==> src/rtl/bus_wake_pkg.sv <==
`timescale 1ns/1ps
package bus_wake_pkg;

   // Effective operating mode after priority resolution.
   typedef enum logic [1:0] {
      MODE_NORMAL   = 2'd0,
      MODE_STBY     = 2'd1,
      MODE_STBY_UVM = 2'd2,
      MODE_STBY_UVI = 2'd3
   } wake_mode_e;

   // Width of a counter able to hold 0..lim inclusive.
   function automatic int unsigned cnt_width(input int unsigned lim);
      return (lim < 2) ? 1 : $clog2(lim + 1);
   endfunction

endpackage

==> src/rtl/bus_wake_sync.sv <==
`timescale 1ns/1ps
module bus_wake_sync #(
   parameter int unsigned STAGES  = 2,
   parameter bit          RST_VAL = 1'b0
) (
   input  logic clk_i,
   input  logic rst_ni,
   input  logic d_i,
   output logic q_o
);
   if (STAGES < 2) begin : g_bad_stages
      $error("bus_wake_sync: STAGES must be at least 2");
   end

   logic [STAGES-1:0] sh_q;

   always_ff @(posedge clk_i or negedge rst_ni) begin
      if (!rst_ni) begin
         sh_q <= {STAGES{RST_VAL}};
      end else begin
         sh_q <= {sh_q[STAGES-2:0], d_i};
      end
   end

   assign q_o = sh_q[STAGES-1];
endmodule

==> src/rtl/bus_wake_runcnt.sv <==
`timescale 1ns/1ps
// Counts consecutive cycles with run_i high, saturating at LIMIT;
// any low cycle restarts it from zero.
module bus_wake_runcnt #(
   parameter int unsigned LIMIT = 4
) (
   input  logic clk_i,
   input  logic rst_ni,
   input  logic run_i,
   output logic sat_o
);
   localparam int unsigned   CW    = bus_wake_pkg::cnt_width(LIMIT);
   localparam logic [CW-1:0] LIM_C = CW'(LIMIT);

   if (LIMIT < 1) begin : g_bad_limit
      $error("bus_wake_runcnt: LIMIT must be at least 1");
   end

   logic [CW-1:0] cnt_q;

   always_ff @(posedge clk_i or negedge rst_ni) begin
      if (!rst_ni) begin
         cnt_q <= '0;
      end else if (!run_i) begin
         cnt_q <= '0;
      end else if (cnt_q != LIM_C) begin
         cnt_q <= cnt_q + 1'b1;
      end
   end

   assign sat_o = (cnt_q == LIM_C);
endmodule

==> src/rtl/bus_wake_mode.sv <==
`timescale 1ns/1ps
// Priority: I/O undervoltage, then main undervoltage, then select input.
module bus_wake_mode (
   input  logic                    stby_sel_i,
   input  logic                    uv_main_i,
   input  logic                    uv_io_i,
   output bus_wake_pkg::wake_mode_e mode_o,
   output logic                    stby_o
);
   import bus_wake_pkg::*;

   always_comb begin
      if (uv_io_i) begin
         mode_o = MODE_STBY_UVI;
      end else if (uv_main_i) begin
         mode_o = MODE_STBY_UVM;
      end else if (stby_sel_i) begin
         mode_o = MODE_STBY;
      end else begin
         mode_o = MODE_NORMAL;
      end
   end

   assign stby_o = (mode_o != MODE_NORMAL);
endmodule

==> src/rtl/bus_wake_filter.sv <==
`timescale 1ns/1ps
module bus_wake_filter #(
   parameter int unsigned WAKE_CYC    = 750,
   parameter int unsigned CLEAR_CYC   = 750,
   parameter int unsigned SYNC_STAGES = 2,
   parameter bit          HAS_WAKE    = 1'b1
) (
   input  logic clk_i,
   input  logic rst_ni,
   input  logic bus_dom_i,
   input  logic stby_sel_i,
   input  logic uv_main_i,
   input  logic uv_io_i,
   output logic rxd_o,
   output logic rxd_oe_o
);
   import bus_wake_pkg::*;

   if (WAKE_CYC < 1) begin : g_bad_wake
      $error("bus_wake_filter: WAKE_CYC must be at least 1");
   end
   if (CLEAR_CYC < 1) begin : g_bad_clear
      $error("bus_wake_filter: CLEAR_CYC must be at least 1");
   end
   if (SYNC_STAGES < 2) begin : g_bad_sync
      $error("bus_wake_filter: SYNC_STAGES must be at least 2");
   end

   logic       bus_s;
   logic       stby_eff;
   wake_mode_e mode;
   logic       wake_hit;
   logic       lock_w;

   bus_wake_sync #(
      .STAGES  (SYNC_STAGES),
      .RST_VAL (1'b0)
   ) sync_i (
      .clk_i  (clk_i),
      .rst_ni (rst_ni),
      .d_i    (bus_dom_i),
      .q_o    (bus_s)
   );

   bus_wake_mode mode_i (
      .stby_sel_i (stby_sel_i),
      .uv_main_i  (uv_main_i),
      .uv_io_i    (uv_io_i),
      .mode_o     (mode),
      .stby_o     (stby_eff)
   );

   if (HAS_WAKE) begin : g_wake
      logic dom_sat;
      logic rec_sat;
      logic stby_q;
      logic lock_q;

      bus_wake_runcnt #(.LIMIT(WAKE_CYC)) dom_cnt_i (
         .clk_i  (clk_i),
         .rst_ni (rst_ni),
         .run_i  (bus_s),
         .sat_o  (dom_sat)
      );

      bus_wake_runcnt #(.LIMIT(CLEAR_CYC)) rec_cnt_i (
         .clk_i  (clk_i),
         .rst_ni (rst_ni),
         .run_i  (!bus_s),
         .sat_o  (rec_sat)
      );

      // Lockout: armed on standby entry with the bus dominant,
      // released by a full recessive clear interval or by leaving standby.
      always_ff @(posedge clk_i or negedge rst_ni) begin
         if (!rst_ni) begin
            stby_q <= 1'b0;
            lock_q <= 1'b0;
         end else begin
            stby_q <= stby_eff;
            if (!stby_eff) begin
               lock_q <= 1'b0;
            end else if (!stby_q && bus_s) begin
               lock_q <= 1'b1;
            end else if (rec_sat) begin
               lock_q <= 1'b0;
            end
         end
      end

      assign wake_hit = stby_eff && stby_q && dom_sat && !lock_q
                        && (mode != MODE_STBY_UVI);
      assign lock_w   = lock_q;
   end else begin : g_nowake
      assign wake_hit = 1'b0;
      assign lock_w   = 1'b0;
   end

   always_comb begin
      unique case (mode)
         MODE_NORMAL:   rxd_o = !bus_s;
         MODE_STBY_UVI: rxd_o = 1'b1;
         default:       rxd_o = !wake_hit;
      endcase
   end

   assign rxd_oe_o = (mode != MODE_STBY_UVI);
endmodule

==> config.mk <==
export PLATFORM = sky130hd
export DESIGN_NAME = bus_wake_filter
export DESIGN_NICKNAME = d
export VERILOG_FILES = /design/src/rtl/bus_wake_pkg.sv /design/src/rtl/bus_wake_sync.sv /design/src/rtl/bus_wake_runcnt.sv /design/src/rtl/bus_wake_mode.sv /design/src/rtl/bus_wake_filter.sv
export SDC_FILE = /design/constraint.sdc
export NUM_CORES = 1
export LEC_CHECK = 0
export BUFFER_PORTS_ARGS = -buffer_cell sky130_fd_sc_hd__buf_2
export CAP_MARGIN = 30
export CORE_MARGIN = 8
export CORE_UTILIZATION = 25
export DETAILED_ROUTE_END_ITERATION = 10
export PLACE_DENSITY = 0.4
export SLEW_MARGIN = 20
export SYNTH_ARGS = -nofsm -noshare
export SYNTH_HDL_FRONTEND = slang
export SYNTH_SLANG_ARGS = --single-unit
==> constraint.sdc <==
create_clock -name clk_i -period 3.78 [get_ports clk_i]
set_input_delay 0.567 -clock clk_i [delete_from_list [all_inputs] [get_ports clk_i]]
set_output_delay 0.567 -clock clk_i [all_outputs]
set_load 0.02 [all_outputs]
==> impl_metrics.py <==
metrics = {
    "layout": {
        "n_antenna_cell": 0,
        "final_area_um2": 1440,
        "area_growth_pct": 12.3,
        "drive_above_1_share_pct": 13.5,
        "fill_cells": 537,
        "fin_nets": 155,
        "fin_cells": 211,
    },
    "pwr": {
        "power.share.clock_pct": 32.6,
        "p_int_w": 0.000352,
        "peakVddDrop_mv": 0.155,
        "p_leak_nw": 0.584,
        "power_frac_comb_pct": 7.8,
        "switching_share_pct": 24.6,
        "p_seq_share_pct": 59.5,
        "power.density_nw_per_um2": 324,
        "p_switching_w": 0.000115,
    },
    "synth": {
        "postSynthAreaPerCell_um2": 9.63,
        "synth_area_leaders": "dfrtp_1, ha_1, a21oi_1, inv_1, nand2_1",
        "syn_nets": 145,
        "synth_warnings": 0,
        "synth-edff-count": 0,
        "synth_most_common_cell": "dfrtp_1",
        "yosysTopAreaCell": "dfrtp_1",
        "synth-seq-area-share_pct": 46.9,
        "synthFlopType": "dfrtp_1",
        "synthTopCellsByCount": "dfrtp_1, inv_1, nand2_1",
        "netlist_area_um2": 1280,
        "synthDistinctLibCells": 38,
        "synth_top_area_share_pct": 46.9,
        "synthCells": 133,
        "ys_seq_elements": 24,
        "async_flop_share_pct": 100,
    },
    "setup_path": {
        "r2r-start": "sync_i.sh_q[1]",
        "worstPathCellList": "or3b_1 -> nor4_1 -> o21ai_0 -> buf_2",
        "cp_slowest_cell": "or3b_1",
        "rr_worst_depth": 4,
        "r2r-end": "g_wake.dom_cnt_i.cnt_q[7]",
        "crit_type": "reg2out",
        "critPathMaxFanout": 6,
        "reg2reg_slack_ps": 2000,
        "cpPeakStageDelay_ps": 510,
        "crit_cells": 4,
        "cp-end-kind": "output pin",
        "start_kind": "flip-flop",
        "path_delay_family": "simple AND/OR/NAND/NOR gates",
        "cp_num_buf_inv": 1,
        "cp_data_required_time_ps": 3210,
        "crit_arrival_ps": 1880,
    },
    "drt": {
        "dr.first_iter.drc_count": 30,
        "first_pass_iters": 4,
        "route.met2.wl_um": 1170,
        "post_drt_wl_per_cell_um": 12.6,
        "drc": 0,
        "wl_met1_um": 1410,
        "viasPerCell": 4.71,
        "maxUsedRoutingLayer": "met4",
        "drt-total-wl_um": 2650,
        "postRouteAntennaNets": 0,
        "wl_met3_um": 46,
        "dr_total_vias": 993,
    },
    "sta": {
        "timing.fmax_mhz": 409,
        "slew_headroom_pct": 59.1,
        "rsz0062_at_grt": "false",
        "setup_tns_ps": 0,
        "tightest_slew_ps": 614,
        "fin_skew_ps": 2.74,
        "setup_viol": 0,
        "fin_crit_sh_pct": 64.7,
        "slew_violations": 0,
        "post-route-min-period_ps": 2450,
        "hold_violations": 0,
    },
    "cts": {
        "cts_root_buf": "clkbuf_8",
        "hold_buffers": 0,
        "cts_buffer_depth": 2,
        "cts_buffers": 3,
        "worst_skew_pair.late_latency_ps": 260,
        "cts_sinks": 24,
        "ctsResizeCount": 0,
        "clkTransAtPathRegs_ps": 90,
        "h-tree-depth": 1,
        "cts_tree": "done",
        "post_cts_buffers": 0,
    },
    "die": {
        "core_area_um2": 5040,
        "start_util_pct": 25.4,
        "die-area_um2": 7670,
        "fp.dieH_um": 87.6,
        "rows": 26,
        "ioPinCount": 8,
        "die_x_um": 87.6,
    },
    "status": {
        "status": "finished, final reports clean",
    },
    "run": {
        "cap_violations": 0,
    },
    "global_route": {
        "grt_usage_pct": 7.96,
        "grt_pass1_vias": 1036,
        "antenna_found_initial": 0,
        "grt_max_degree": 25,
        "grt-ovfl-total": 0,
        "grt_pass1_wl_um": 4900,
    },
    "place": {
        "dp_cells": 208,
        "dpl.hpwl_um": 1900,
        "routabilityCongestion": 0.731,
        "placed_area_um2": 1400,
        "port_buffers": 7,
    },
    "hold_path": {
        "hold_path.class": "in2async",
    },
}
## worst register-to-register path, cell delays in order (launching register included)
cell	delay [ps]
dfrtp_1	740
clkinv_1	190
buf_4	210
or4_1	500
nand2_1	80
## sequential cells by signal (all words and copies together) (netlist names)
register                flops
g_wake.rec_cnt_i.cnt_q     10
sync_i.sh_q                 2
g_wake.lock_q               1
g_wake.dom_cnt_i.cnt_q     10
g_wake.stby_q               1
## metrics by stage
step / hold slack, ps / util (%) / power [W] / setup slack [ps]
6_report: 284 / 28.5 / 0.000466 / 1330
5_1_grt: 335 / 28.5 / 0.000494 / 1240
4_1_cts: 306 / 28.5 / 0.000477 / 1370
3_5_place_dp: 338 / 27.7 / 0.000320 / 1430
3_3_place_gp: 338 / 27.7 / 0.000319 / 1500
2_1_floorplan: 271 / - / 0.000302 / 1470
## layout make-up
cell class	count	area (um2)	area share [%]
clock buffer	3	41.3	2.87
timing repair buffer	8	42.5	2.96
tap	70	87.6	6.09
sequential	24	601	41.7
inverter	12	45.0	3.13
multi-input combinational	94	622	43.2
## how the worst max path moves through the flow
stage	to	start	slack [ps]
2_1_floorplan	rxd_o	uv_main_i	1470
3_3_place_gp	rxd_o	uv_main_i	1500
3_5_place_dp	rxd_o	uv_main_i	1430
4_1_cts	rxd_o	g_wake.dom_cnt_i.cnt_q[0]	1370
5_1_grt	rxd_o	g_wake.dom_cnt_i.cnt_q[0]	1240
6_report	rxd_o	g_wake.dom_cnt_i.cnt_q[4]	1330
## routing by layer
| metal | up-vias | track usage (%) |
|---|---|---|
| li1 | 497 | - |
| met1 | 485 | 10.8 |
| met2 | 9 | 12.1 |
| met3 | 2 | 1.69 |
| met4 | 0 | 2.81 |
| met5 | - | 0 |
## power groups by stage
| stage | logic [W] | clock network (W) | registers (W) |
|---|---|---|---|
| 2_1_floorplan | 0.0000246 | 0 | 0.000277 |
| 4_1_cts | 0.0000375 | 0.000162 | 0.000277 |
| 3_5_place_dp | 0.0000372 | 0 | 0.000282 |
| 3_3_place_gp | 0.0000367 | 0 | 0.000282 |
| 6_report | 0.0000366 | 0.000152 | 0.000277 |
| 5_1_grt | 0.0000428 | 0.000172 | 0.000280 |
## layout by cell type (no fill, tap or decap), drive strengths merged, types with 4 or more instances in the layout
cell,n
a21oi,10
nor4,5
inv,11
ha,6
buf,8
or3,6
nand3,4
nand4,4
dfrtp,24
nor2,6
nand2,11
o21ai,7
## logic make-up after synthesis
group	synth area share, %
flip-flops	46.9
AO/OA/AOI/OAI	16.2
adder cells (fa/ha/maj)	5.86
XOR/XNOR	0.684
buffers and inverters	4.59
AND/OR/NAND/NOR	22.4
multiplexers	3.42
(Power assumes the default switching activity.)
